[src/rtl/epp_cycle_engine.sv]
module epp_cycle_engine #(
  parameter int CLK_MHZ    = 50,
  parameter int TIMEOUT_US = 10,
  parameter int DW         = 8
) (
  input  logic          clk,
  input  logic          rst_n,
  input  logic          ctl_we,
  input  logic [7:0]    ctl_wdata,
  input  logic          sts_clr,
  input  logic          req_valid,
  input  logic          req_addr,
  input  logic [DW-1:0] req_wdata,
  input  logic [DW-1:0] idle_data,
  output logic          busy,
  output logic          done,
  output logic          err,
  output logic [DW-1:0] rd_data,
  output logic          tmo_flag,
  output logic [DW-1:0] pd_out,
  output logic          pd_oe,
  input  logic [DW-1:0] pd_in,
  input  logic          wait_n,
  output logic          write_n,
  output logic          datastb_n,
  output logic          addrstb_n,
  output logic          strobe_n,
  output logic          autofd_n,
  output logic          init_n
);
  localparam int LIMIT = CLK_MHZ * TIMEOUT_US;
  localparam int CW    = $clog2(LIMIT + 1);

  logic c_stb, c_afd, c_init, c_sel, c_dir;
  logic cyc_rd, cyc_addr;
  logic [DW-1:0] cyc_wdata;
  logic [CW-1:0] cnt;
  logic unused_ctl;

  assign unused_ctl = ^{ctl_wdata[7:6], ctl_wdata[4]};

  wire ctl_bad = c_stb | c_afd | c_sel;
  wire take    = !busy && req_valid;
  wire start   = take && !ctl_bad;
  wire reject  = take && ctl_bad;
  wire finish  = busy && wait_n;
  wire expire  = busy && !wait_n && (cnt == CW'(LIMIT - 1));

  always_ff @(posedge clk) begin
    if (!rst_n) begin
      {c_stb, c_afd, c_init, c_sel, c_dir} <= '0;
    end else if (ctl_we) begin
      {c_stb, c_afd, c_init, c_sel, c_dir} <=
        {ctl_wdata[0], ctl_wdata[1], ctl_wdata[2], ctl_wdata[3], ctl_wdata[5]};
    end
  end

  always_ff @(posedge clk) begin
    if (!rst_n) begin
      busy      <= 1'b0;
      cnt       <= '0;
      cyc_rd    <= 1'b0;
      cyc_addr  <= 1'b0;
      cyc_wdata <= '0;
    end else if (start) begin
      busy      <= 1'b1;
      cnt       <= '0;
      cyc_rd    <= c_dir;
      cyc_addr  <= req_addr;
      cyc_wdata <= req_wdata;
    end else if (finish || expire) begin
      busy <= 1'b0;
    end else if (busy) begin
      cnt <= cnt + 1'b1;
    end
  end

  always_ff @(posedge clk) begin
    if (!rst_n) begin
      done    <= 1'b0;
      err     <= 1'b0;
      rd_data <= '0;
    end else begin
      done <= finish || expire || reject;
      err  <= (expire && !finish) || reject;
      if (finish)
        rd_data <= cyc_rd ? pd_in : '0;
      else if (expire || reject)
        rd_data <= '0;
    end
  end

  always_ff @(posedge clk) begin
    if (!rst_n)       tmo_flag <= 1'b0;
    else if (expire)  tmo_flag <= 1'b1;
    else if (sts_clr) tmo_flag <= 1'b0;
  end

  assign pd_oe     = busy ? !cyc_rd : !c_dir;
  assign write_n   = !pd_oe;
  assign pd_out    = busy ? cyc_wdata : idle_data;
  assign datastb_n = !(busy && !cyc_addr);
  assign addrstb_n = !(busy && cyc_addr);
  assign strobe_n  = busy ? 1'b1 : !c_stb;
  assign autofd_n  = busy ? 1'b1 : !c_afd;
  assign init_n    = c_init;
endmodule

[config.mk]
export PLATFORM = sky130hd
export DESIGN_NAME = epp_cycle_engine
export DESIGN_NICKNAME = d
export VERILOG_FILES = /design/src/rtl/epp_cycle_engine.sv
export SDC_FILE = /design/constraint.sdc
export NUM_CORES = 1
export LEC_CHECK = 0
export BUFFER_PORTS_ARGS = -buffer_cell sky130_fd_sc_hd__buf_2
export CAP_MARGIN = 5
export CORE_MARGIN = 2
export CORE_UTILIZATION = 45
export DETAILED_ROUTE_END_ITERATION = 7
export HOLD_SLACK_MARGIN = 0.06
export PLACE_DENSITY = 0.74
export SETUP_SLACK_MARGIN = 0.15
export SYNTH_ARGS = -nofsm -noshare
export SYNTH_HDL_FRONTEND = slang
export SYNTH_SLANG_ARGS = --single-unit
[constraint.sdc]
create_clock -name clk -period 2.79 [get_ports clk]
set_input_delay 0.558 -clock clk [delete_from_list [all_inputs] [get_ports clk]]
set_output_delay 0.558 -clock clk [all_outputs]
set_load 0.005 [all_outputs]
==> reports/results.txt, run 1 <==
Slew Limit Fails: 0
Synth warn: 0
Worst Setup SP: busy$_SDFFE_PN0P_
Rel. slew slack: 48.0%
Critical Path AT: 1660 ps
Deepest clock path buffer count: 2
Distinct cells, synth: 40
DRT Wirelength: 3680 um
R2R cell count: 4
Ys flop type: dfxtp_1
Multi-input gate area: 915 um^2
Min-delay src: pd_in[4]
Post-CTS Hold Buffers: 0
Sequential area share after synthesis: 42.0%
Gr ovfl total: 0
#FFs+latches synth: 36
Total Routing Usage GR: 17.8%
Fmax: 450 MHz
CP Data Required Time: 2230 ps
Outcome: finished, final reports clean
Async set-or-reset flop fraction in the synthesized netlist: 0%
Clock latency on the worst-skew pair: 290 ps
Synth top area share: 42.0%
Power Dens Cells: 493 mW/mm^2
Post-place instance area: 0.00205 mm^2
WP depth: 2
Fin util: 58.4%
Slowest CP cell: dfxtp_1
# placed instances: 278
Final Cell Area: 0.00214 mm^2
Number of flops mapped to enable cells by yosys: 0
Mapped Nets: 217
Setup crit end kind: output pin
Mean Syn Cell Area: 9.70 um^2
Worst slew pin tran: 779 ps
Reg2reg start: busy$_SDFFE_PN0P_
Crit-path max FO: 18
Via density: 5.23
Post-CTS Repair Setup Buffers: 0
Worst Hold Class: in -> reg
N_diodes: 0
Cell taking the most area after synthesis: dfxtp_1
Crit path launch type: flip-flop
Area contributors post-synth: dfxtp_1, nand3_1, mux2_2
Commonest non-fill, non-tap cells in the layout: buf_2, dfxtp_1, nand3_1, o21ai_0, a21boi_0
Final hold violation count: 0
Final net count: 277
First-pass GRT wire length: 5800 um
Die area: 0.00433 mm^2
Number of gates resized after CTS: 0
Post-DRT Antenna Nets: 0
Largest delay share family, worst path: flip-flops
Synthesized area: 0.00172 mm^2
# Max-Cap Violations: 0
Crit path largest cell delay: 830 ps
FF/Latch Area: 721 um^2
Leakage: 0.910 nW
Setup violators final: 0
Clk slew on worst S/H paths: 70 ps
CTS Sinks: 36
R2r setup slk: 950 ps
Starting density of the core: 46.9%
Starting DRT DRC Count: 49
Post-DP HPWL: 2620 um
RD Place Congestion: 0.741
Row cnt: 22
Finished Layout Cells: 286
Die width: 65.8 um
Place WS: 860 ps
Final Skew: 9.78 ps
Vias in the first global route: 1304
Core area: 0.00366 mm^2
Ratio of cells with drive above 1 in the final layout: 38.7%
Final period util: 79.7%
CTS tree: yes
Crit-path cells: mux2_2, buf_2
H-Tree Level Count: 2
I/O Pins: 66
Number of buffers created by CTS: 5
Die span in y: 65.8 um
Maximum number of pins on one net before global-route repair: 34
Commonest non-fill, non-tap cell in the layout: buf_2
Peak supply drop: 0.325 mV
Drt drc: 0
CTS root buffer: clkbuf_8
Initial DRT Pass Iterations: 4
Initial antenna violation count: 0
Synth-to-layout area growth: 24.6%
Vias: 1495
Worst Path Class, Setup: reg -> out
Post-detailed-route wirelength per cell: 12.9 um
Fillcell total: 321
Port bufs: 62
Fin Setup TNS: 0 ps
Hold Path Cell Cnt: 2
Cells after Synth: 177
Setup ws final: 568 ps
Min cycle time layout: 2220 ps
WP buf/inv: 1
Setup repair after global routing missed its margin: no
[through the flow]
step                hold slack [ps]  power, mW
floorplan                       454      0.645
detailed placement              466      0.702
finish                          460       1.05
global placement                465      0.701
global route                    455       1.11
CTS                             455       1.06
[synthesized netlist by cell type (3+ instances only)]
cell type	count
mux2i_1	8
clkbuf_1	5
o2bb2ai_1	8
a21oi_1	6
a21boi_0	10
nand2_1	7
o31ai_1	4
or4_1	3
o211ai_1	3
inv_1	6
o21ai_0	13
nand3_1	18
nor2b_1	7
dfxtp_1	36
mux2_2	8
buf_2	5
[layout make-up]
class | count | share of cell area [%]
well taps | 48 | 2.81
multi-input cells | 123 | 42.8
flip-flops and latches | 36 | 33.7
clock buffers | 5 | 3.22
inverters | 6 | 1.05
repair buffers | 65 | 15.6
clock inverters | 3 | 0.878
[kinds of logic (layout without fill, tap and decap cells)]
group           Yosys count  count (layout)  synth area share [%]
flops                    36              36                  42.0
buf+inv                  18              79                  4.74
compound gates           52              52                  22.4
fa+ha+maj                 1               1                 0.729
simple gates             54              54                  20.2
mux                      16              16                  9.91
[state kept, by name (all words and copies together), names as in the netlist]
| register | cells |
|---|---|
| cnt | 9 |
| err | 1 |
| cyc_rd | 1 |
| c_sel | 1 |
| rd_data | 8 |
| cyc_addr | 1 |
| tmo_flag | 1 |
| init_n | 1 |
| busy | 1 |
| c_dir | 1 |
| cyc_wdata | 8 |
| c_afd | 1 |
| c_stb | 1 |
| done | 1 |
[path summary, 6_finish.rpt]
path / endpoint
max: pd_out[2]
min: rd_data[4]$_SDFFE_PN0P_
max reg2reg: cyc_wdata[2]$_SDFFE_PN0P_
min reg2reg: rd_data[6]$_SDFFE_PN0P_
[power breakdown]
part	switching (mW)	internal [mW]	total [mW]
clock	0.191	0.174	0.365
sequential	0.0161	0.531	0.547
combinational	0.0710	0.0716	0.143
total	0.278	0.776	1.05
[layer usage]
layer  up-vias  global-route usage (%)  part of all wire [%]
li1        770                       -                     -
met5         -                       0                     0
met4         0                    7.81                   1.8
met2        33                    28.5                    48
met3         6                    6.68                   5.4
met1       686                    21.0                    45
(Power assumes the default switching activity.)
==> run 2: changes to the inputs <==
- ABC_AREA: default -> 1
- PLACE_DENSITY: 0.74 -> 0.75
- clock period: 2.79 -> 2.3 ns (I/O delays scaled with it)
==> reports/results.txt, run 2 <==
Via density: 4.65 (-11%)
Cell taking the most area after synthesis: dfxtp_1
Rel. slew slack: 48.4% (+0.45 points)
Outcome: finished, final reports clean
Cells after Synth: 252 (+42%)
Mean Syn Cell Area: 6.70 um^2 (-31%)
Slowest CP cell: dfxtp_1
First-pass GRT wire length: 6240 um (+7.6%)
Sequential area share after synthesis: 42.7% (+0.72 points)
# Max-Cap Violations: 0 (unchanged)
Slew Limit Fails: 0 (unchanged)
Final period util: 84.1%
Final Skew: 2.60 ps (-7.17 ps)
Port bufs: 62 (unchanged)
Post-CTS Hold Buffers: 0 (unchanged)
Die width: 65.2 um (-0.79%)
Mapped Nets: 292 (+35%)
Number of flops mapped to enable cells by yosys: 0 (unchanged)
Total power: 1.26 mW (+19%)
Commonest non-fill, non-tap cells in the layout: nand2_1, buf_2, nor2_1, dfxtp_1, inv_1
Row cnt: 22 (unchanged)
Final net count: 355 (+28%)
Setup crit end kind: output pin
Clk slew on worst S/H paths: 70 ps (about the same)
Fin Setup TNS: 0 ps (unchanged)
Deepest clock path buffer count: 2 (unchanged)
Fmax: 517 MHz
CTS Sinks: 36 (unchanged)
Starting density of the core: 46.5% (-0.44 points)
Ys flop type: dfxtp_1
Largest register FFs: 9 (unchanged)
Largest regs: cnt x9, cyc_wdata x8, rd_data x8
Count leader, synth: nand2_1
Top cells by count, synth: nand2_1, nor2_1, dfxtp_1
Maximum number of pins on one net before global-route repair: 21 (-38%)
Synthesized area: 0.00169 mm^2 (-1.7%)
Post-DRT Antenna Nets: 0 (unchanged)
Core area: 0.00363 mm^2 (-0.75%)
CTS root buffer: clkbuf_8
Drt drc: 0 (unchanged)
Largest delay share family, worst path: buffers and inverters
Setup repair after global routing missed its margin: no
Commonest non-fill, non-tap cell in the layout: nand2_1
Power Dens Cells: 598 mW/mm^2 (+21%)
Vias: 1689 (+13%)
Number of gates resized after CTS: 0 (unchanged)
Number of buffers created by CTS: 5 (unchanged)
Min cycle time layout: 1930 ps
#FFs+latches synth: 36 (unchanged)
Post-CTS Repair Setup Buffers: 0 (unchanged)
I/O Pins: 66 (unchanged)
Starting DRT DRC Count: 122 (+150%)
Distinct cells, synth: 21 (-48%)
Post-DP HPWL: 2730 um (+4.4%)
Peak supply drop: 0.402 mV (+24%)
Synth top area share: 42.7% (+0.72 points)
Crit path largest cell delay: 380 ps (-450 ps)
Clock latency on the worst-skew pair: 280 ps (about the same)
Initial DRT Pass Iterations: 4 (unchanged)
RD Place Congestion: 0.814 (+9.8%)
Worst Path Class, Setup: reg -> out
Setup violators final: 0 (unchanged)
Synth warn: 0 (unchanged)
Area contributors post-synth: dfxtp_1, nand2_1, nor2_1
Total Routing Usage GR: 18.6% (+0.81 points)
Synth-to-layout area growth: 24.5% (about the same)
Crit path launch type: flip-flop
H-Tree Level Count: 2 (unchanged)
Worst Hold Class: in -> reg
Post-detailed-route wirelength per cell: 10.1 um (-21%)
Worst slew pin tran: 772 ps (-6.58 ps)
Die span in y: 65.2 um (-0.79%)
Ratio of cells with drive above 1 in the final layout: 26.7% (-12 points)
Gr ovfl total: 0 (unchanged)
Vias in the first global route: 1493 (+14%)
Final hold violation count: 0 (unchanged)
R2r setup slk: 450 ps (-500 ps)
Critical Path AT: 1470 ps (-190 ps)
N_diodes: 0 (unchanged)
DRT Wirelength: 3680 um (about the same)
CTS tree: yes
WP buf/inv: 3 (+2)
Crit-path max FO: 11 (-7)
Initial antenna violation count: 0 (unchanged)
CP Data Required Time: 1840 ps (-390 ps)
Crit-path cells: buf_4, inv_1, or2_2, buf_2
Biggest register: cnt
Async set-or-reset flop fraction in the synthesized netlist: 0% (unchanged)
Leakage: 1.03 nW (+13%)
Die area: 0.00426 mm^2 (-1.6%)
==> run 2: cell types whose count changed after synthesis, moves of 4 or more <==
cell,previous run,this run
o31ai_1,4,0
buf_2,5,0
nand3_1,18,22
nor2b_1,7,0
inv_1,6,28
mux2_2,8,0
nor2_1,2,37
nor2_2,0,6
o2bb2ai_1,8,0
nand2_1,7,67
a21oi_1,6,18
mux2i_1,8,0
a21boi_0,10,0
==> run 2: report_power, final <==
group | switching (mW) | internal [mW]
sequential | 0.0155 | 0.652
combinational | 0.103 | 0.0763
clock | 0.205 | 0.206
total | 0.323 | 0.934
==> run 2: through the flow <==
| stage | hold slack (ps) | instance area [um^2] | instances | setup WS, ps | util, % |
|---|---|---|---|---|---|
| global placement | 452 | 2020 | 356 | 489 | 55.7 |
| CTS | 392 | 2100 | 363 | 327 | 57.9 |
| floorplan | 449 | 1690 | 252 | 882 | - |
| global route | 411 | 2100 | 363 | 261 | 57.9 |
| detailed placement | 466 | 2020 | 356 | 451 | 55.7 |
| finish | 399 | 2100 | 363 | 367 | 57.9 |
==> run 2: final cells by class <==
cell class,instances,area (um^2)
multi-input cells,177,798
clock inverters,1,5.00
well taps,48,60.1
repair buffers,65,333
flip-flops and latches,36,721
clock buffers,6,72.6
inverters,30,113
fillers,392,1530
==> run 2: final timing paths <==
path                                 to  cells past startpoint                   from
hold / removal       c_afd$_SDFFE_PN0P_                      3           ctl_wdata[1]
setup reg to reg    cnt[4]$_SDFFE_PP0P_                      9    cnt[0]$_SDFFE_PP0P_
hold reg to reg   tmo_flag$_SDFFE_PN0P_                      2  tmo_flag$_SDFFE_PN0P_
setup / recovery              datastb_n                      4      busy$_SDFFE_PN0P_
==> run 2: tightest hold or removal path, cell delays in order <==
cell and delay, ps:
buf_2 80, nor2_1 30, nor2_1 80
==> run 2: logic make-up after synthesis <==
logic type               after synthesis  share of synthesized area (%)
AND/OR/NAND/NOR                      141                           36.0
buffers and inverters                 39                           10.0
flip-flops                            36                           42.7
AO/OA/AOI/OAI                         34                           10.1
XOR/XNOR                               1                          0.519
adder cells (fa/ha/maj)                1                          0.741
==> run 2: layer usage <==
layer  vias to the layer above  wire (um)  global-route usage, %
met5                         -          0                      0
met4                         0         38                   7.55
met3                         4        177                   5.31
met2                        34       1740                   31.0
met1                       740       1720                   22.5
li1                        911          -                      -
==> run 3: changes to the inputs <==
- CORE_UTILIZATION: 45 -> 43
- clock period: 2.3 -> 1.6 ns (I/O delays scaled with it)
==> reports/results.txt, run 3 (synthesis results as in run 2) <==
Row cnt: 22 (unchanged)
Power Dens Cells: 868 mW/mm^2 (+45%)
Number of buffers created by CTS: 5 (unchanged)
I/O Pins: 66 (unchanged)
CTS tree: yes
Leakage: 1.14 nW (+11%)
Critical Path AT: 1150 ps (-320 ps)
DRT Wirelength: 4210 um (+14%)
Clk slew on worst S/H paths: 70 ps (about the same)
Starting DRT DRC Count: 79 (-35%)
Worst slew pin tran: 331 ps (-442 ps)
Final hold violation count: 0 (unchanged)
First-pass GRT wire length: 6980 um (+12%)
Via density: 4.76 (+2.4%)
N_diodes: 0 (unchanged)
Setup ws final: 126 ps (-241 ps)
Drt drc: 0 (unchanged)
Ratio of cells with drive above 1 in the final layout: 35.3% (+8.7 points)
Post-DRT Antenna Nets: 0 (unchanged)
Worst hold slack: 252 ps (-146 ps)
Slew Limit Fails: 0 (unchanged)
Commonest non-fill, non-tap cell in the layout: nand2_1
Setup crit end kind: output pin
R2R cell count: 8 (-1)
Worst Path Class, Setup: reg -> out
Post-place instance area: 0.00210 mm^2 (+4.0%)
Commonest non-fill, non-tap cells in the layout: nand2_1, buf_2, nor2_1, dfxtp_1, inv_1
Fmax: 679 MHz
Min cycle time layout: 1470 ps
Total Routing Usage GR: 20.6% (+2.0 points)
Vias: 1805 (+6.9%)
Largest register FFs: 9 (unchanged)
Deepest clock path buffer count: 2 (unchanged)
Rel. slew slack: 77.9% (+29 points)
Synth-to-layout area growth: 41.7%
Port bufs: 62 (unchanged)
Reg2Reg Capture Point: cnt[0]$_SDFFE_PP0P_
Crit path launch type: flip-flop
Final Cell Area: 0.00239 mm^2 (+14%)
H-Tree Level Count: 2 (unchanged)
Maximum number of pins on one net before global-route repair: 18 (-14%)
Post-DP HPWL: 2760 um (+0.93%)
# Max-Cap Violations: 0 (unchanged)
Initial antenna violation count: 0 (unchanged)
Setup violators final: 0 (unchanged)
Die area: 0.00444 mm^2 (+4.4%)
Gr ovfl total: 0 (unchanged)
Clock latency on the worst-skew pair: 290 ps (about the same)
CP Data Required Time: 1280 ps (-560 ps)
Biggest register: cnt
Peak supply drop: 0.639 mV (+59%)
Outcome: finished, final reports clean
Largest regs: cnt x9, cyc_wdata x8, rd_data x8
Worst Hold Path EP: c_dir$_SDFFE_PN0P_
Initial DRT Pass Iterations: 4 (unchanged)
Core area: 0.00372 mm^2 (+2.3%)
Place WS: -157 ps (-608 ps)
Crit-path max FO: 8 (-3)
Final period util: 92.1%
Vias in the first global route: 1627 (+9.0%)
CTS root buffer: clkbuf_8
CTS Sinks: 36 (unchanged)
Die span in y: 66.7 um (+2.2%)
Final net count: 370 (+4.2%)
Min-delay src: ctl_wdata[5]
Worst Hold Class: in -> reg
Hold Path Cell Cnt: 3 (unchanged)
Final Skew: 5.83 ps (+3.22 ps)
Post-detailed-route wirelength per cell: 11.1 um (+9.6%)
Fin Setup TNS: 0 ps (unchanged)
Starting density of the core: 45.4% (-1.0 points)
Setup repair after global routing missed its margin: yes
Die width: 66.7 um (+2.2%)
Reg2reg start: cnt[1]$_SDFFE_PP0P_
RD Place Congestion: 0.850 (+4.4%)
R2r setup slk: 200 ps (-250 ps)
[run 3: final cells by class]
type	instances	area (um^2)
multi-input combinational	180	892
tap	48	60.1
sequential	36	727
clock inverter	3	42.5
timing repair buffer	77	478
inverter	30	123
fill	355	1330
clock buffer	5	68.8
[run 3: worst max path at each step]
| stage | startpoint | endpoint | slack (ps) | cells past startpoint |
|---|---|---|---|---|
| final | busy$_SDFFE_PN0P_ | pd_out[1] | 130 | 6 |
| after detailed placement | cnt[0]$_SDFFE_PP0P_ | cnt[8]$_SDFFE_PP0P_ | -160 | 9 |
| after CTS | busy$_SDFFE_PN0P_ | write_n | 80 | 4 |
| after global placement | cnt[0]$_SDFFE_PP0P_ | cnt[8]$_SDFFE_PP0P_ | -140 | 9 |
| after floorplan | cnt[0]$_SDFFE_PP0P_ | cnt[4]$_SDFFE_PP0P_ | 250 | 11 |
| after global routing | busy$_SDFFE_PN0P_ | pd_out[3] | 60 | 6 |
[run 3: stage by stage]
stage	utilization, %	instances	power, mW
after floorplan	-	252	1.13
after global placement	56.6	365	1.25
after detailed placement	56.6	365	1.25
after CTS	61.8	377	2.07
after global routing	64.3	379	2.18
final	64.3	379	2.08
[run 3: per-layer routing]
metal	global-route usage, %	vias to the layer above	part of all wire, %
li1	-	951	-
met1	25.2	806	45
met2	34.6	39	49
met3	4.22	9	3.9
met4	9.44	0	2.5
met5	0	-	0
[run 3: report_power, final]
part | leakage (nW) | switching [mW] | internal [mW]
Sequential | 0.295 | 0.0220 | 0.937
Combinational | 0.791 | 0.172 | 0.153
Clock | 0.0541 | 0.330 | 0.461
Total | 1.14 | 0.524 | 1.55
[run 3: repair_timing]
| action | in CTS | in global routing |
|---|---|---|
| gates cloned | 2 | 2 |
| pin swaps | 1 | 11 |
| resized for setup | 8 | 26 |
| endpoints found under the hold margin | 0 | 0 |
| hold buffers | 0 | 0 |
| setup endpoints to repair | 31 | 33 |
| buffers inserted | 2 | 0 |
[run 3: critical path, cell delays in order, from the launching register on]
cell     delay (ps)
dfxtp_4         370
buf_12          130
inv_8            30
buf_8           120
nand2_2          50
nand2_1          40
buf_2           120
